### config.mk
export PLATFORM = sky130hd
export DESIGN_NAME = stack_ptr_unit
export DESIGN_NICKNAME = d
export VERILOG_FILES = /design/src/rtl/sp_pkg.sv /design/src/rtl/sp_seq.sv /design/src/rtl/sp_path.sv /design/src/rtl/sp_regs.sv /design/src/rtl/stack_ptr_unit.sv
export SDC_FILE = /design/constraint.sdc
export NUM_CORES = 1
export LEC_CHECK = 0
export ABC_CLOCK_PERIOD_IN_PS = 3000
export BUFFER_PORTS_ARGS = -buffer_cell sky130_fd_sc_hd__buf_2
export CAP_MARGIN = 20
export CORE_ASPECT_RATIO = 1.2
export CORE_MARGIN = 1.5
export CORE_UTILIZATION = 50
export CTS_CLUSTER_SIZE = 24
export DETAILED_ROUTE_END_ITERATION = 8
export PLACE_DENSITY = 0.73
export RECOVER_POWER = 100
export SYNTH_ARGS = -nofsm -noshare
export SYNTH_HDL_FRONTEND = slang
export SYNTH_SLANG_ARGS = --single-unit
export TNS_END_PERCENT = 10
### constraint.sdc
create_clock -name clk -period 3 [get_ports clk]
set_input_delay 0 -clock clk [delete_from_list [all_inputs] [get_ports clk]]
set_output_delay 0 -clock clk [all_outputs]
set_load 0.01 [all_outputs]
### src/rtl/sp_pkg.sv
package sp_pkg;

    typedef enum logic [1:0] {
        SEQ_IDLE      = 2'd0,
        SEQ_CALL_TAIL = 2'd1,
        SEQ_RET_TAIL  = 2'd2
    } seq_state_t;

    // which address the current beat uses
    typedef enum logic [1:0] {
        AD_SP    = 2'd0,
        AD_SP_M1 = 2'd1,
        AD_SP_P1 = 2'd2,
        AD_SP_P2 = 2'd3
    } addr_sel_t;

    // which adjusted pointer is committed
    typedef enum logic [1:0] {
        ST_DEC1 = 2'd0,
        ST_DEC2 = 2'd1,
        ST_INC1 = 2'd2,
        ST_INC2 = 2'd3
    } step_sel_t;

endpackage

### src/rtl/sp_seq.sv
module sp_seq
    import sp_pkg::*;
(
    input  logic        clk,
    input  logic        rst_n,
    input  logic        push_byte,
    input  logic        pop_byte,
    input  logic        push_ret,
    input  logic        pop_ret,
    input  logic        io_hit,
    output logic        beat_we,
    output logic        beat_re,
    output logic        beat_byte,
    output addr_sel_t   addr_sel,
    output logic        step_en,
    output step_sel_t   step_sel,
    output logic        in_tail
);

    seq_state_t state_q;
    seq_state_t state_d;

    // next-state logic
    always_comb begin
        state_d = state_q;
        unique case (state_q)
            SEQ_IDLE: begin
                if (!io_hit) begin
                    if (push_ret)     state_d = SEQ_CALL_TAIL;
                    else if (pop_ret) state_d = SEQ_RET_TAIL;
                end
            end
            SEQ_CALL_TAIL: state_d = SEQ_IDLE;
            SEQ_RET_TAIL:  state_d = SEQ_IDLE;
            default:       state_d = SEQ_IDLE;
        endcase
    end

    // state register
    always_ff @(posedge clk or negedge rst_n) begin
        if (!rst_n) state_q <= SEQ_IDLE;
        else        state_q <= state_d;
    end

    // output decode
    always_comb begin
        beat_we   = 1'b0;
        beat_re   = 1'b0;
        beat_byte = 1'b0;
        addr_sel  = AD_SP;
        step_en   = 1'b0;
        step_sel  = ST_DEC1;
        in_tail   = 1'b0;
        unique case (state_q)
            SEQ_IDLE: begin
                if (!io_hit) begin
                    if (push_byte) begin
                        beat_we  = 1'b1;
                        addr_sel = AD_SP;
                        step_en  = 1'b1;
                        step_sel = ST_DEC1;
                    end else if (pop_byte) begin
                        beat_re  = 1'b1;
                        addr_sel = AD_SP_P1;
                        step_en  = 1'b1;
                        step_sel = ST_INC1;
                    end else if (push_ret) begin
                        beat_we   = 1'b1;
                        beat_byte = 1'b0;
                        addr_sel  = AD_SP;
                    end else if (pop_ret) begin
                        beat_re   = 1'b1;
                        beat_byte = 1'b1;
                        addr_sel  = AD_SP_P1;
                    end
                end
            end
            SEQ_CALL_TAIL: begin
                in_tail   = 1'b1;
                beat_we   = 1'b1;
                beat_byte = 1'b1;
                addr_sel  = AD_SP_M1;
                step_en   = !io_hit;
                step_sel  = ST_DEC2;
            end
            SEQ_RET_TAIL: begin
                in_tail   = 1'b1;
                beat_re   = 1'b1;
                beat_byte = 1'b0;
                addr_sel  = AD_SP_P2;
                step_en   = !io_hit;
                step_sel  = ST_INC2;
            end
            default: begin
                in_tail = 1'b0;
            end
        endcase
    end

endmodule

### src/rtl/sp_path.sv
module sp_path
    import sp_pkg::*;
#(
    parameter int SP_W = 16
) (
    input  logic [SP_W-1:0] sp,
    input  addr_sel_t       addr_sel,
    input  step_sel_t       step_sel,
    output logic [SP_W-1:0] beat_addr,
    output logic [SP_W-1:0] step_value
);

    localparam int N_OFS = 4;

    // adjusted pointers, index: 0 = -1, 1 = -2, 2 = +1, 3 = +2
    logic [SP_W-1:0] adj [N_OFS];

    for (genvar k = 0; k < N_OFS; k++) begin : g_adj
        localparam logic [SP_W-1:0] MAG = SP_W'(k % 2 + 1);
        if (k < 2) begin : g_dn
            assign adj[k] = sp - MAG;
        end else begin : g_up
            assign adj[k] = sp + MAG;
        end
    end

    always_comb begin
        unique case (addr_sel)
            AD_SP:    beat_addr = sp;
            AD_SP_M1: beat_addr = adj[0];
            AD_SP_P1: beat_addr = adj[2];
            AD_SP_P2: beat_addr = adj[3];
            default:  beat_addr = sp;
        endcase
    end

    always_comb begin
        unique case (step_sel)
            ST_DEC1: step_value = adj[0];
            ST_DEC2: step_value = adj[1];
            ST_INC1: step_value = adj[2];
            ST_INC2: step_value = adj[3];
            default: step_value = sp;
        endcase
    end

endmodule

### src/rtl/sp_regs.sv
module sp_regs #(
    parameter int SP_W = 16
) (
    input  logic            clk,
    input  logic            rst_n,
    input  logic            wr_lo,
    input  logic            wr_hi,
    input  logic [7:0]      wdata,
    input  logic            step_en,
    input  logic [SP_W-1:0] step_value,
    output logic [SP_W-1:0] sp,
    output logic [7:0]      lo_byte,
    output logic [7:0]      hi_byte
);

    localparam int HI_W = SP_W - 8;

    logic [7:0]      lo_q;
    logic [HI_W-1:0] hi_q;

    // an I/O write to either half freezes the stack step for both halves
    always_ff @(posedge clk or negedge rst_n) begin
        if (!rst_n) begin
            lo_q <= '0;
            hi_q <= '0;
        end else if (wr_lo || wr_hi) begin
            if (wr_lo) lo_q <= wdata;
            if (wr_hi) hi_q <= wdata[HI_W-1:0];
        end else if (step_en) begin
            lo_q <= step_value[7:0];
            hi_q <= step_value[SP_W-1:8];
        end
    end

    assign sp      = {hi_q, lo_q};
    assign lo_byte = lo_q;

    always_comb begin
        hi_byte           = '0;
        hi_byte[HI_W-1:0] = hi_q;
    end

endmodule

### src/rtl/stack_ptr_unit.sv
module stack_ptr_unit
    import sp_pkg::*;
#(
    parameter int              SP_W    = 16,
    parameter int              IO_AW   = 6,
    parameter logic [IO_AW-1:0] LO_ADDR = 6'h10,
    parameter logic [IO_AW-1:0] HI_ADDR = 6'h11,
    parameter logic [SP_W-1:0] FLOOR   = 16'h0060
) (
    input  logic             clk,
    input  logic             rst_n,
    input  logic             push_byte,
    input  logic             pop_byte,
    input  logic             push_ret,
    input  logic             pop_ret,
    input  logic             io_we,
    input  logic [IO_AW-1:0] io_addr,
    input  logic [7:0]       io_wdata,
    output logic [7:0]       io_rdata,
    output logic [SP_W-1:0]  mem_addr,
    output logic             mem_we,
    output logic             mem_re,
    output logic             mem_byte,
    output logic             busy,
    output logic [SP_W-1:0]  sp_value,
    output logic             sp_low
);

    logic            sel_lo;
    logic            sel_hi;
    logic            wr_lo;
    logic            wr_hi;
    logic            io_hit;
    addr_sel_t       addr_sel;
    step_sel_t       step_sel;
    logic            step_en;
    logic [SP_W-1:0] step_value;
    logic [SP_W-1:0] sp;
    logic [7:0]      lo_byte;
    logic [7:0]      hi_byte;

    assign sel_lo = (io_addr == LO_ADDR);
    assign sel_hi = (io_addr == HI_ADDR);
    assign wr_lo  = io_we && sel_lo;
    assign wr_hi  = io_we && sel_hi;
    assign io_hit = wr_lo || wr_hi;

    sp_seq u_seq (
        .clk       (clk),
        .rst_n     (rst_n),
        .push_byte (push_byte),
        .pop_byte  (pop_byte),
        .push_ret  (push_ret),
        .pop_ret   (pop_ret),
        .io_hit    (io_hit),
        .beat_we   (mem_we),
        .beat_re   (mem_re),
        .beat_byte (mem_byte),
        .addr_sel  (addr_sel),
        .step_en   (step_en),
        .step_sel  (step_sel),
        .in_tail   (busy)
    );

    sp_path #(.SP_W(SP_W)) u_path (
        .sp         (sp),
        .addr_sel   (addr_sel),
        .step_sel   (step_sel),
        .beat_addr  (mem_addr),
        .step_value (step_value)
    );

    sp_regs #(.SP_W(SP_W)) u_regs (
        .clk        (clk),
        .rst_n      (rst_n),
        .wr_lo      (wr_lo),
        .wr_hi      (wr_hi),
        .wdata      (io_wdata),
        .step_en    (step_en),
        .step_value (step_value),
        .sp         (sp),
        .lo_byte    (lo_byte),
        .hi_byte    (hi_byte)
    );

    always_comb begin
        io_rdata = '0;
        if (sel_lo)      io_rdata = lo_byte;
        else if (sel_hi) io_rdata = hi_byte;
    end

    assign sp_value = sp;
    assign sp_low   = (sp <= FLOOR);

endmodule

# [After elaboration in Yosys (flattened, before gate mapping)]
# Cells that the tools add are included.
[op_classes] n_addsub=4 order_cmp=1 eq_ne=14 muxes=44 reduce_logical=12
[op_table] operator="one-hot mux 16 bit (4 select lines)" n=2
[op_table] operator="two-way mux 8 bit" n=8
[op_table] operator="two-way mux 2 bit" n=12
[op_table] operator="adder 16 x 1 -> 16 bit (second input constant)" n=1
[op_table] operator="adder 16 x 2 -> 16 bit (second input constant)" n=1
[op_table] operator="<= comparator 16 x 7 -> 1 bit (second input constant)" n=1
[op_table] operator="two-way mux 1 bit" n=16
[op_table] operator="subtractor 16 x 1 -> 16 bit (second input constant)" n=1
[op_table] operator="subtractor 16 x 2 -> 16 bit (second input constant)" n=1
[op_table] operator="== test 6 x 5 -> 1 bit (second input constant)" n=2
[op_table] operator="one-hot mux 2 bit (3 select lines)" n=2
[op_table] operator="== test 2 bit (second input constant)" n=5
[op_table] operator="one-hot mux 1 bit (2 select lines)" n=4
[op_table] operator="== test 2 x 1 -> 1 bit (second input constant)" n=3
[op_table] operator="zero test 2 bit" n=3
[op_table] operator="AND reduction 2 bit" n=3
[op_table] operator="!= test 2 x 1 -> 1 bit (second input constant)" n=2
[op_table] operator="!= test 3 bit (second input constant)" n=1
[op_table] operator="logical AND 1 bit" n=2
[op_table] operator="!= test 2 bit (second input constant)" n=1
[op_table] operator="nonzero test 2 bit" n=1
[op_table] operator="OR reduction 2 bit" n=1
[op_table] operator="zero test 1 bit" n=1
[op_table] operator="logical OR 1 bit" n=1
[word_totals] regBits=18 inputBits=21 output_inout_bits=45 word_cells=78

# [Longest topological paths before layout]
[logic_depth] depth_word=9 ltp_mapped=10 ltp_nobuf=8

# [By module]
# From an unflattened synthesis, not the netlist that was laid out.
[hier_totals] hier_cells=406 hier_area_um2=3034.2
[by_module_without_submodules] mod="sp_path" n_inst=1 cells_per_inst=236 area_per_inst_um2=1457.6 seq_area_each_um2=0.0
[by_module_without_submodules] mod="sp_regs" n_inst=1 cells_per_inst=105 area_per_inst_um2=1106.1 seq_area_each_um2=400.4
[by_module_without_submodules] mod="sp_seq" n_inst=1 cells_per_inst=32 area_per_inst_um2=261.5 seq_area_each_um2=50.0
[by_module_without_submodules] mod="stack_ptr_unit" n_inst=1 cells_per_inst=33 area_per_inst_um2=209.0 seq_area_each_um2=0.0

# [Worst setup path after synthesis]
# OpenSTA, ideal clock, no wires.
[synth_timing] path_type="flip-flop to output port" startpoint="register u_regs.lo_q[2], in the netlist u_regs.lo_byte[2]" endpoint="output port mem_addr[13]" t_arrival_ps=2282 required_time_ps=3000 path_slack_ps=718 path_stages_with_launch=11 cell_sequence="dfrtp_1 buf_2 inv_1 ha_1 buf_2 nor3b_4 nand4_1 xnor2_1 a22o_1 a211o_1 o221a_1"
[synth_between] elab_chain_cells=2 word_cells_on_any_way=4
[synth_rtl] item="start, declared" line="sp_regs.sv:18" text="logic [7:0] lo_q;"
[synth_rtl] item="start signal, assigned" line="sp_regs.sv:27" text="if (wr_lo) lo_q <= wdata;"
[synth_rtl] item="start signal, assigned" line="sp_regs.sv:30" text="lo_q <= step_value[7:0];"
[synth_rtl] item="adder 16 x 2 -> 16 bit, or another cell as far along" line="sp_path.sv:23" text="assign adj[k] = sp + MAG;"
[synth_rtl] item="one-hot mux 16 bit (4 select lines) (*)" line="sp_path.sv:28" text="unique case (addr_sel)"
[synth_rtl] item="end, declared" line="stack_ptr_unit.sv:20" text="output logic [SP_W-1:0] mem_addr,"
# Mark *: on every way between the ends. The rest lies on a longest branch, timed or not.

# [Worst setup path after layout]
[layout_timing] startpoint="register u_regs.lo_q[1], in the netlist u_regs.lo_byte[1]" endpoint="output port mem_addr[14]"
# The elaborated chain is that of the path after synthesis.

==> impl_metrics.ini <==
[pwr]
p_per_area_mw_per_mm2 = 994
vdd_drop_max_uv = 484
p_leak_nw = 1.45

[die]
die_area_mm2 = 0.00715
num_rows = 32
initial_core_util_pct = 51.6
chipHeight_um = 92.3
io_pins = 66
fp.dieW_um = 77.4
core_area_mm2 = 0.00645

[hold_path]
whs_path_depth = 4
hold_class = input port to flop

[placement]
hpwl_um = 8810
placed_area_mm2 = 0.00371
pre_cts_slack_ns = 0.378
routabilityCongestion = 0.974
dp_cells = 595
portBuffers = 65

[global_routing]
grt_overflow = 0
track_usage_pct = 33.9
grt_max_degree = 35
grt_pass1_vias = 3856
grt_pass1_wl_um = 19300
antenna_found_initial = 0

[synthesis]
netlist_area_mm2 = 0.00332
synth-edff-count = 0
ys_ff_latch = 18
synth.distinct_cells = 70
synth.top_cells.by_area = dfrtp_1, xnor2_1, nor2_1, nand2_1, a21oi_1
yosys.area.top_type = dfrtp_1
ys_seq_area_share_pct = 13.5
netlist.area_leader.share_pct = 13.5
syn_area_per_cell_um2 = 7.09
syn_inst = 469
synth_nets = 500
yosys_warnings = 0
synth_flop_cell = dfrtp_1
synthMostInstantiatedCell = nor2_1
synth_commonest_cells = nor2_1, nand2_1, a21oi_1
ys_async_sr_fraction_pct = 100

[detailed_routing]
first_pass_iters = 5
avgViaCountPerCell = 6.71
routed_wirelength_um = 12100
vias = 4024
drc = 0
wl_per_cell_um = 20.2
drtIter0Drc = 546
ant_nets = 0

[cells_and_area]
final_util_pct = 57.4
final_cell_area_mm2 = 0.00370
layout-drive-gt1-share_pct = 15.1
nNetsFinal = 547
fillers = 669
antenna_cells = 0
synthToLayoutAreaGrowth_pct = 11.2
fin_cells = 600

[critical_path]
worstPathMaxFanout = 10
critPathCaptureType = primary output
cp_cell_sequence = inv_2, ha_1, nor3b_4, nand2_1, or3_1, o21ai_0, a22oi_1, nand2_1, buf_2
crit_path_frequent_cell = nand2_1
slowest_stage = dfrtp_2
required_ns = 3.00
critPathBufInv = 2
r2r.worst_path.cells = 8
path_class = flop to primary output
worstPathArrival_ns = 2.83
start_kind = flop
cpLargestDelayFamily = simple AND/OR/NAND/NOR gates
cpPeakStageDelay_ns = 0.49
crit_cells = 9

[clocking]
clk_pin_slew_ns = 0.09
clkLatencyLatePin_ns = 0.28
clockBufferDepth = 2
post_cts_buffers = 0
cts_root_buffer = clkbuf_8
cts_tree = done
cts_num_sinks = 18
numCtsBuffers = 3
htreeDepth = 1

[timing]
tns_ns = 0
max_freq_mhz = 354
rsz0062_at_grt = false
fin_crit_ns = 2.83
setup_viol = 0
max-slew-margin-rel_pct = 19.8
tightest_slew_ns = 1.20
setup_ws_ns = 0.171
slew_violations = 0
period_share_pct = 94.3
clock_skew_ns = 0.0137
hold_viol = 0

[run]
cap_viol_max_count = 0

[outcome]
status = finished clean
## stage by stage
| step | hold WS, ns | power, mW |
|---|---|---|
| after detailed placement | -0.0112 | 3.45 |
| after global routing | 0.0286 | 3.94 |
| after CTS | 0.0127 | 3.68 |
| final | 0.0145 | 3.67 |
| after global placement | -0.00782 | 3.41 |
| after floorplan | -0.296 | 2.61 |
## final timing paths
path / end / from / slack [ns]
hold / removal: u_seq.state_q[1] / push_ret / 0.01
min in group asynchronous: u_regs.hi_byte[1] / rst_n / 0.48
max in group asynchronous: u_regs.lo_byte[1] / rst_n / 1.73
hold reg to reg: u_seq.state_q[0] / u_seq.state_q[0] / 0.64
setup / recovery: mem_addr[14] / u_regs.lo_byte[1] / 0.17
setup reg to reg: u_regs.lo_byte[1] / u_seq.state_q[1] / 0.28
## power by group
part | internal [mW] | total [mW] | switching [mW]
registers | 0.350 | 0.766 | 0.416
logic | 1.03 | 2.69 | 1.66
clock network | 0.117 | 0.220 | 0.102
## worst reg2reg max path, cell delays in order, from the launching register on
cell and delay [ns]:
dfrtp_1 0.49, inv_1 0.17, ha_1 0.32, inv_1 0.10
a21oi_1 0.10, and2_0 0.18, nor2_1 0.84, nor2_1 0.11
a221o_1 0.31
## per-layer routing
| metal | share of wire, % | vias to the layer above | GRT usage (%) | wire, um |
|---|---|---|---|---|
| li1 | - | 1846 | - | - |
| met1 | 39 | 1872 | 43.1 | 4770 |
| met2 | 46 | 255 | 55.2 | 5580 |
| met3 | 10 | 51 | 4.53 | 1210 |
| met4 | 4.6 | 0 | 18.5 | 557 |
| met5 | 0 | - | 0 | 0 |
## what timing repair did
item | CTS | global route
resized for setup | 0 | 3
hold buffers | 1 | 0
endpoints found under the setup margin | 0 | 4
endpoints found under the hold margin | 18 | 0
## sequential cells by signal, indices dropped and copies added, names as in the netlist
signal and cells:
u_regs.hi_byte 8, u_seq.state_q 2, u_regs.lo_byte 8
## logic make-up after synthesis
logic type               after synthesis  share of synthesized area (%)
XOR/XNOR                              30                           7.90
buffers and inverters                 60                           7.60
multiplexers                          12                           3.61
flip-flops                            18                           13.5
AND/OR/NAND/NOR                      174                           28.9
adder cells (fa/ha/maj)               10                           3.76
AO/OA/AOI/OAI                        165                           34.6
## final cells by class
cell class | instances | area (um2) | area share [%]
Tap cell | 85 | 106 | 2.88
Inverter | 16 | 60.1 | 1.62
Clock buffer | 4 | 55.1 | 1.49
Timing Repair Buffer | 86 | 419 | 11.3
Multi-Input combinational cell | 391 | 2610 | 70.5
Sequential cell | 18 | 452 | 12.2
## cells in the final DEF, fill, tap and decap left out, types with 3 or more instances in the layout
cell type,instances
buf_2,38
nor4_4,4
inv_1,15
nor3_1,11
xnor2_1,21
ha_1,9
a211oi_1,7
a211o_1,3
dfrtp_1,17
clkbuf_1,35
o22ai_1,9
and3_1,3
nor4_1,5
o21bai_1,3
a22o_1,3
o211ai_1,4
a31oi_1,12
a32oi_1,7
o21ai_1,10
mux2i_1,12
a2bb2oi_1,3
o31ai_1,7
a21o_1,4
xor2_1,9
clkbuf_8,4
buf_4,11
and2_0,3
nand4_1,6
a22oi_1,7
nand2_1,46
nand3_1,23
o221ai_1,5
nand4_2,3
nor2_1,48
a21oi_1,33
o21ai_0,22
(Power assumes the default switching activity.)
